===== config.mk =====
export PLATFORM = sky130hd
export DESIGN_NAME = uart_irq_ident
export DESIGN_NICKNAME = d
export VERILOG_FILES = /design/src/rtl/uart_irq_ident_pkg.sv /design/src/rtl/uart_irq_evt_latch.sv /design/src/rtl/uart_irq_prio.sv /design/src/rtl/uart_irq_ident.sv
export SDC_FILE = /design/constraint.sdc
export NUM_CORES = 1
export LEC_CHECK = 0
export BUFFER_PORTS_ARGS = -buffer_cell sky130_fd_sc_hd__buf_2
export CORE_AREA = 4 4 41 43
export DETAILED_ROUTE_END_ITERATION = 6
export DIE_AREA = 0 0 45 47
export GPL_ROUTABILITY_DRIVEN = 0
export PLACE_DENSITY = 0.48
export SLEW_MARGIN = 5
export SYNTH_ARGS = -nofsm -noshare
export SYNTH_HDL_FRONTEND = slang
export SYNTH_SLANG_ARGS = --single-unit

===== constraint.sdc =====
create_clock -name clk -period 1.6 [get_ports clk]
set_input_delay 0.32 -clock clk [delete_from_list [all_inputs] [get_ports clk]]
set_output_delay 0.32 -clock clk [all_outputs]
set_load 0.02 [all_outputs]

===== src/rtl/uart_irq_ident_pkg.sv =====
package uart_irq_ident_pkg;
   localparam int SRC_N   = 5;
   localparam int SRC_RXD = 0;
   localparam int SRC_THR = 1;
   localparam int SRC_LSR = 2;
   localparam int SRC_MSR = 3;
   localparam int SRC_TMO = 4;

   localparam int EVT_N   = 3;
   localparam int EVT_THR = 0;
   localparam int EVT_LSR = 1;
   localparam int EVT_MSR = 2;

   typedef enum logic [2:0] {
      CAUSE_MSR = 3'd0,
      CAUSE_THR = 3'd1,
      CAUSE_RXD = 3'd2,
      CAUSE_LSR = 3'd3,
      CAUSE_TMO = 3'd6
   } cause_e;
endpackage


===== src/rtl/uart_irq_evt_latch.sv =====
module uart_irq_evt_latch #(
   parameter bit SET_WINS = 1'b1
) (
   input  logic clk,
   input  logic rst_n,
   input  logic set_i,
   input  logic clr_i,
   output logic q_o
);
   always_ff @(posedge clk or negedge rst_n) begin
      if (!rst_n) begin
         q_o <= 1'b0;
      end else begin
         if (SET_WINS) begin
            if (set_i)      q_o <= 1'b1;
            else if (clr_i) q_o <= 1'b0;
         end else begin
            if (clr_i)      q_o <= 1'b0;
            else if (set_i) q_o <= 1'b1;
         end
      end
   end
endmodule


===== src/rtl/uart_irq_prio.sv =====
module uart_irq_prio
   import uart_irq_ident_pkg::*;
#(
   parameter int ID_W      = 8,
   parameter int CAUSE_W   = 3,
   parameter int FIFO_BITS = 2
) (
   input  logic [SRC_N-1:0] active_i,
   input  logic             fifo_mode_i,
   output logic [ID_W-1:0]  id_o,
   output logic             irq_o
);
   localparam int GAP_W = ID_W - 1 - CAUSE_W - FIFO_BITS;

   logic [CAUSE_W-1:0] cause;
   logic               pending;

   always_comb begin
      pending = |active_i;
      if (active_i[SRC_LSR])      cause = CAUSE_W'(CAUSE_LSR);
      else if (active_i[SRC_RXD]) cause = CAUSE_W'(CAUSE_RXD);
      else if (active_i[SRC_TMO]) cause = CAUSE_W'(CAUSE_TMO);
      else if (active_i[SRC_THR]) cause = CAUSE_W'(CAUSE_THR);
      else                        cause = CAUSE_W'(CAUSE_MSR);
   end

   assign irq_o = pending;

   generate
      if (GAP_W > 0) begin : g_gap
         assign id_o = {{FIFO_BITS{fifo_mode_i}}, {GAP_W{1'b0}}, cause, ~pending};
      end else begin : g_nogap
         assign id_o = {{FIFO_BITS{fifo_mode_i}}, cause, ~pending};
      end
   endgenerate
endmodule


===== src/rtl/uart_irq_ident.sv =====
module uart_irq_ident
   import uart_irq_ident_pkg::*;
#(
   parameter int ID_W      = 8,
   parameter int CAUSE_W   = 3,
   parameter int FIFO_BITS = 2,
   parameter bit SET_WINS  = 1'b1
) (
   input  logic             clk,
   input  logic             rst_n,
   input  logic [SRC_N-1:0] src_en,
   input  logic             rx_lvl_hit,
   input  logic             rx_timeout,
   input  logic             tx_hold_empty,
   input  logic             line_evt,
   input  logic             modem_evt,
   input  logic             fifo_mode,
   input  logic             id_rd,
   input  logic             tx_wr,
   input  logic             line_rd,
   input  logic             modem_rd,
   output logic [ID_W-1:0]  id_byte,
   output logic             irq
);
   generate
      if (ID_W < 1 + CAUSE_W + FIFO_BITS) begin : g_bad_width
         $error("identification byte too narrow for its fields");
      end
      if (CAUSE_W < 3) begin : g_bad_cause
         $error("cause field cannot hold all codes");
      end
   endgenerate

   logic             thr_cond, thr_cond_q;
   logic [EVT_N-1:0] evt_set, evt_clr, evt_q;
   logic [SRC_N-1:0] active;
   logic             thr_reported;

   assign thr_cond = tx_hold_empty & src_en[SRC_THR];

   always_ff @(posedge clk or negedge rst_n) begin
      if (!rst_n) thr_cond_q <= 1'b0;
      else        thr_cond_q <= thr_cond;
   end

   assign thr_reported = ~id_byte[0] && (id_byte[CAUSE_W:1] == CAUSE_W'(CAUSE_THR));

   assign evt_set[EVT_THR] = thr_cond & ~thr_cond_q;
   assign evt_clr[EVT_THR] = tx_wr | (id_rd & thr_reported);
   assign evt_set[EVT_LSR] = line_evt;
   assign evt_clr[EVT_LSR] = line_rd;
   assign evt_set[EVT_MSR] = modem_evt;
   assign evt_clr[EVT_MSR] = modem_rd;

   genvar gi;
   generate
      for (gi = 0; gi < EVT_N; gi++) begin : g_evt
         uart_irq_evt_latch #(.SET_WINS(SET_WINS)) latch_i (
            .clk   (clk),
            .rst_n (rst_n),
            .set_i (evt_set[gi]),
            .clr_i (evt_clr[gi]),
            .q_o   (evt_q[gi])
         );
      end
   endgenerate

   assign active[SRC_RXD] = rx_lvl_hit      & src_en[SRC_RXD];
   assign active[SRC_TMO] = rx_timeout      & src_en[SRC_TMO];
   assign active[SRC_THR] = evt_q[EVT_THR]  & src_en[SRC_THR];
   assign active[SRC_LSR] = evt_q[EVT_LSR]  & src_en[SRC_LSR];
   assign active[SRC_MSR] = evt_q[EVT_MSR]  & src_en[SRC_MSR];

   uart_irq_prio #(
      .ID_W      (ID_W),
      .CAUSE_W   (CAUSE_W),
      .FIFO_BITS (FIFO_BITS)
   ) prio_i (
      .active_i    (active),
      .fifo_mode_i (fifo_mode),
      .id_o        (id_byte),
      .irq_o       (irq)
   );
endmodule


==> run summary <==
status -> completed
Max Clock Skew -> 0.00444 ns
HPWL after DPL -> 540 um
CORE AREA -> 1300 sq um
Max stage delay cell, worst path -> dfrtp_1
synth unique cells -> 16
Hold/Removal Path Class -> in2reg
vias in the first global route -> 237
drc violations -> 0
IO Pins -> 26
Mapped Area -> 260 sq um
WL/cell -> 9.79 um
sequential element share of the synthesized area -> 38.5%
Area Overhead vs Synth -> 54.8%
fin crit period -> 1.54 ns
critical path class -> reg2out
total number of vias -> 263
CTS buffer count -> 3
I/O Buffers -> 20
Multi-input gate area -> 123 sq um
fraction of layout cells with a size suffix above 1 -> 57.7%
initial antenna violation count -> 0
Clock Latency Late Sink -> 0.23 ns
Seq. cell area -> 100 sq um
CP max stage delay -> 0.38 ns
worst hold slack -> 0.270 ns
Peak VDD IR -> 0.582 mV
Vias per Instance -> 3.93
Synth top area share -> 38.5%
final worst path period share -> 96.5%
fin nets -> 71
cell area power density -> 797 nW/um^2
Worst Setup Start Kind -> flop
crit end category -> output port
Avg Inst Size Synth -> 8.97 sq um
Worst-path clk slew -> 0.03 ns
worst-path fanout max -> 4
CTS tree -> built
first-pass GRT wire length -> 972 um
DRT iter0 DRCs -> 4
die height -> 47 um
Final ANT Viol Nets -> 0
pre-CTS WS -> 0.236 ns
Synth area leaders -> dfrtp_1 38%, buf_4 12%, nand2_2 7.2%
aggregate global-route resource usage -> 6.50%
Yosys warning count -> 0
full die area -> 2120 sq um
critical path data required time -> 1.28 ns
post-layout power -> 0.321 mW
pin count of the biggest net entering global routing -> 6
Clock Sinks -> 4
CTS Root Cell -> clkbuf_4
max-cap violations -> 0
# fillers -> 142
Routed WL -> 656 um
starting density of the core -> 20.0%
CP Cell Sequence -> nand2_2 > nand3_2 > a221o_1 > buf_4
total congestion overflow -> 0
DRT Pass-1 Iters -> 4
Achievable Freq -> 648 MHz
Worst EP arrival -> 1.22 ns
Horiz. Die Dim -> 45 um
final worst setup slack -> 0.0562 ns
diode count -> 0
fin. max-slew vios -> 0
H-tree levels -> 1
leading area contributor after synthesis -> dfrtp_1
row cnt -> 13
synthesized instance count -> 29
maximum root-to-sink buffer count -> 2
Hold Fails Final Rpt -> 0
Synth Register Bits -> 4
static leakage -> 0.234 nW
Setup-failing EPs final -> 0
sequential cells by signal, summed over array words and instances (netlist names):
name / flops
thr_cond_q: 1
g_evt.latch_i.q_o: 3
stage by stage:
stage,utilization (%),instance area [sq um],std cells,TNS [ns]
after detailed placement,27.1,353,61,0
final,31.0,403,67,0
after floorplan,-,264,30,0
after global placement,27.1,353,61,0
after CTS,29.6,385,65,0
after global routing,31.0,403,67,-0.00475
layout by cell type, fill, tap and decap left out:
cell,n
nand2_2,3
and2_1,1
dfrtp_1,4
nand4_1,1
nand2_1,3
nor2_1,1
buf_4,3
clkbuf_4,3
dlygate4sd3_1,1
nand2b_1,1
nand3_2,1
conb_1,2
inv_1,3
a41o_1,1
a221oi_1,1
a21o_1,2
buf_2,19
a221o_1,1
o21ai_2,1
power by group:
part           internal, mW  switching [mW]  total (mW)
clock                0.0836          0.0367       0.120
sequential            0.109         0.00578       0.115
combinational        0.0408          0.0453      0.0860
total                 0.233          0.0877       0.321
synthesized netlist by cell type, drive strengths merged:
| master | n |
|---|---|
| a21o | 2 |
| a221o | 1 |
| a221oi | 1 |
| a41o | 1 |
| and2 | 1 |
| buf | 4 |
| conb | 1 |
| dfrtp | 4 |
| inv | 3 |
| nand2 | 6 |
| nand2b | 1 |
| nand3 | 1 |
| nand4 | 1 |
| nor2 | 1 |
| o21ai | 1 |
area by class of cell:
| type | count | share of cell area, % |
|---|---|---|
| multi-input cells | 19 | 30.4 |
| well taps | 15 | 4.66 |
| repair buffers | 23 | 31.7 |
| flip-flops and latches | 4 | 24.8 |
| clock buffers | 3 | 5.59 |
| inverters | 3 | 2.80 |
cell families (layout without fill, tap and decap cells):
kind of cell    after synthesis  after routing  synth area share [%]
compound gates                6              6                  20.2
other cells                   1              2                  1.44
flops                         4              4                  38.5
simple gates                 11             11                  24.0
buf+inv                       7             29                  15.9
timing repair:
item,4_1_cts,5_1_grt
gates resized for setup,0,1
setup buffers,0,2
endpoints found under the setup margin,0,1
hold endpoints to repair,4,0
hold buffers,1,0
critical path, delay by kind of cell (launching register included):
family                 cells  cell delay, ns
AOI/OAI and AO/OA          1            0.27
and+or+nand+nor            2            0.19
DFF                        1            0.38
buffers and inverters      1            0.16
per-layer routing:
layer  part of all wire, %  track usage [%]  vias up
met3                    20             5.36        0
met5                     0                0        -
met2                    36             8.76       21
met4                     0             1.75        0
met1                    44             7.82      104
li1                      -                -      138
path summary, 6_finish.rpt:
kind | from | end | slack [ns] | depth (start not counted)
min | line_evt | g_evt[1].latch_i.q_o$_DFFE_PN0P_ | 0.27 | 2
max | g_evt[1].latch_i.q_o$_DFFE_PN0P_ | irq | 0.06 | 4
min in group asynchronous | rst_n | thr_cond_q$_DFF_PN0_ | 0.43 | 2
max reg2reg | g_evt[1].latch_i.q_o$_DFFE_PN0P_ | g_evt[0].latch_i.q_o$_DFFE_PN0P_ | 0.79 | 3
min reg2reg | thr_cond_q$_DFF_PN0_ | g_evt[0].latch_i.q_o$_DFFE_PN0P_ | 0.43 | 1
max in group asynchronous | rst_n | g_evt[2].latch_i.q_o$_DFFE_PN0P_ | 1.05 | 2
Note: power is estimated with default switching activity, not from simulation.
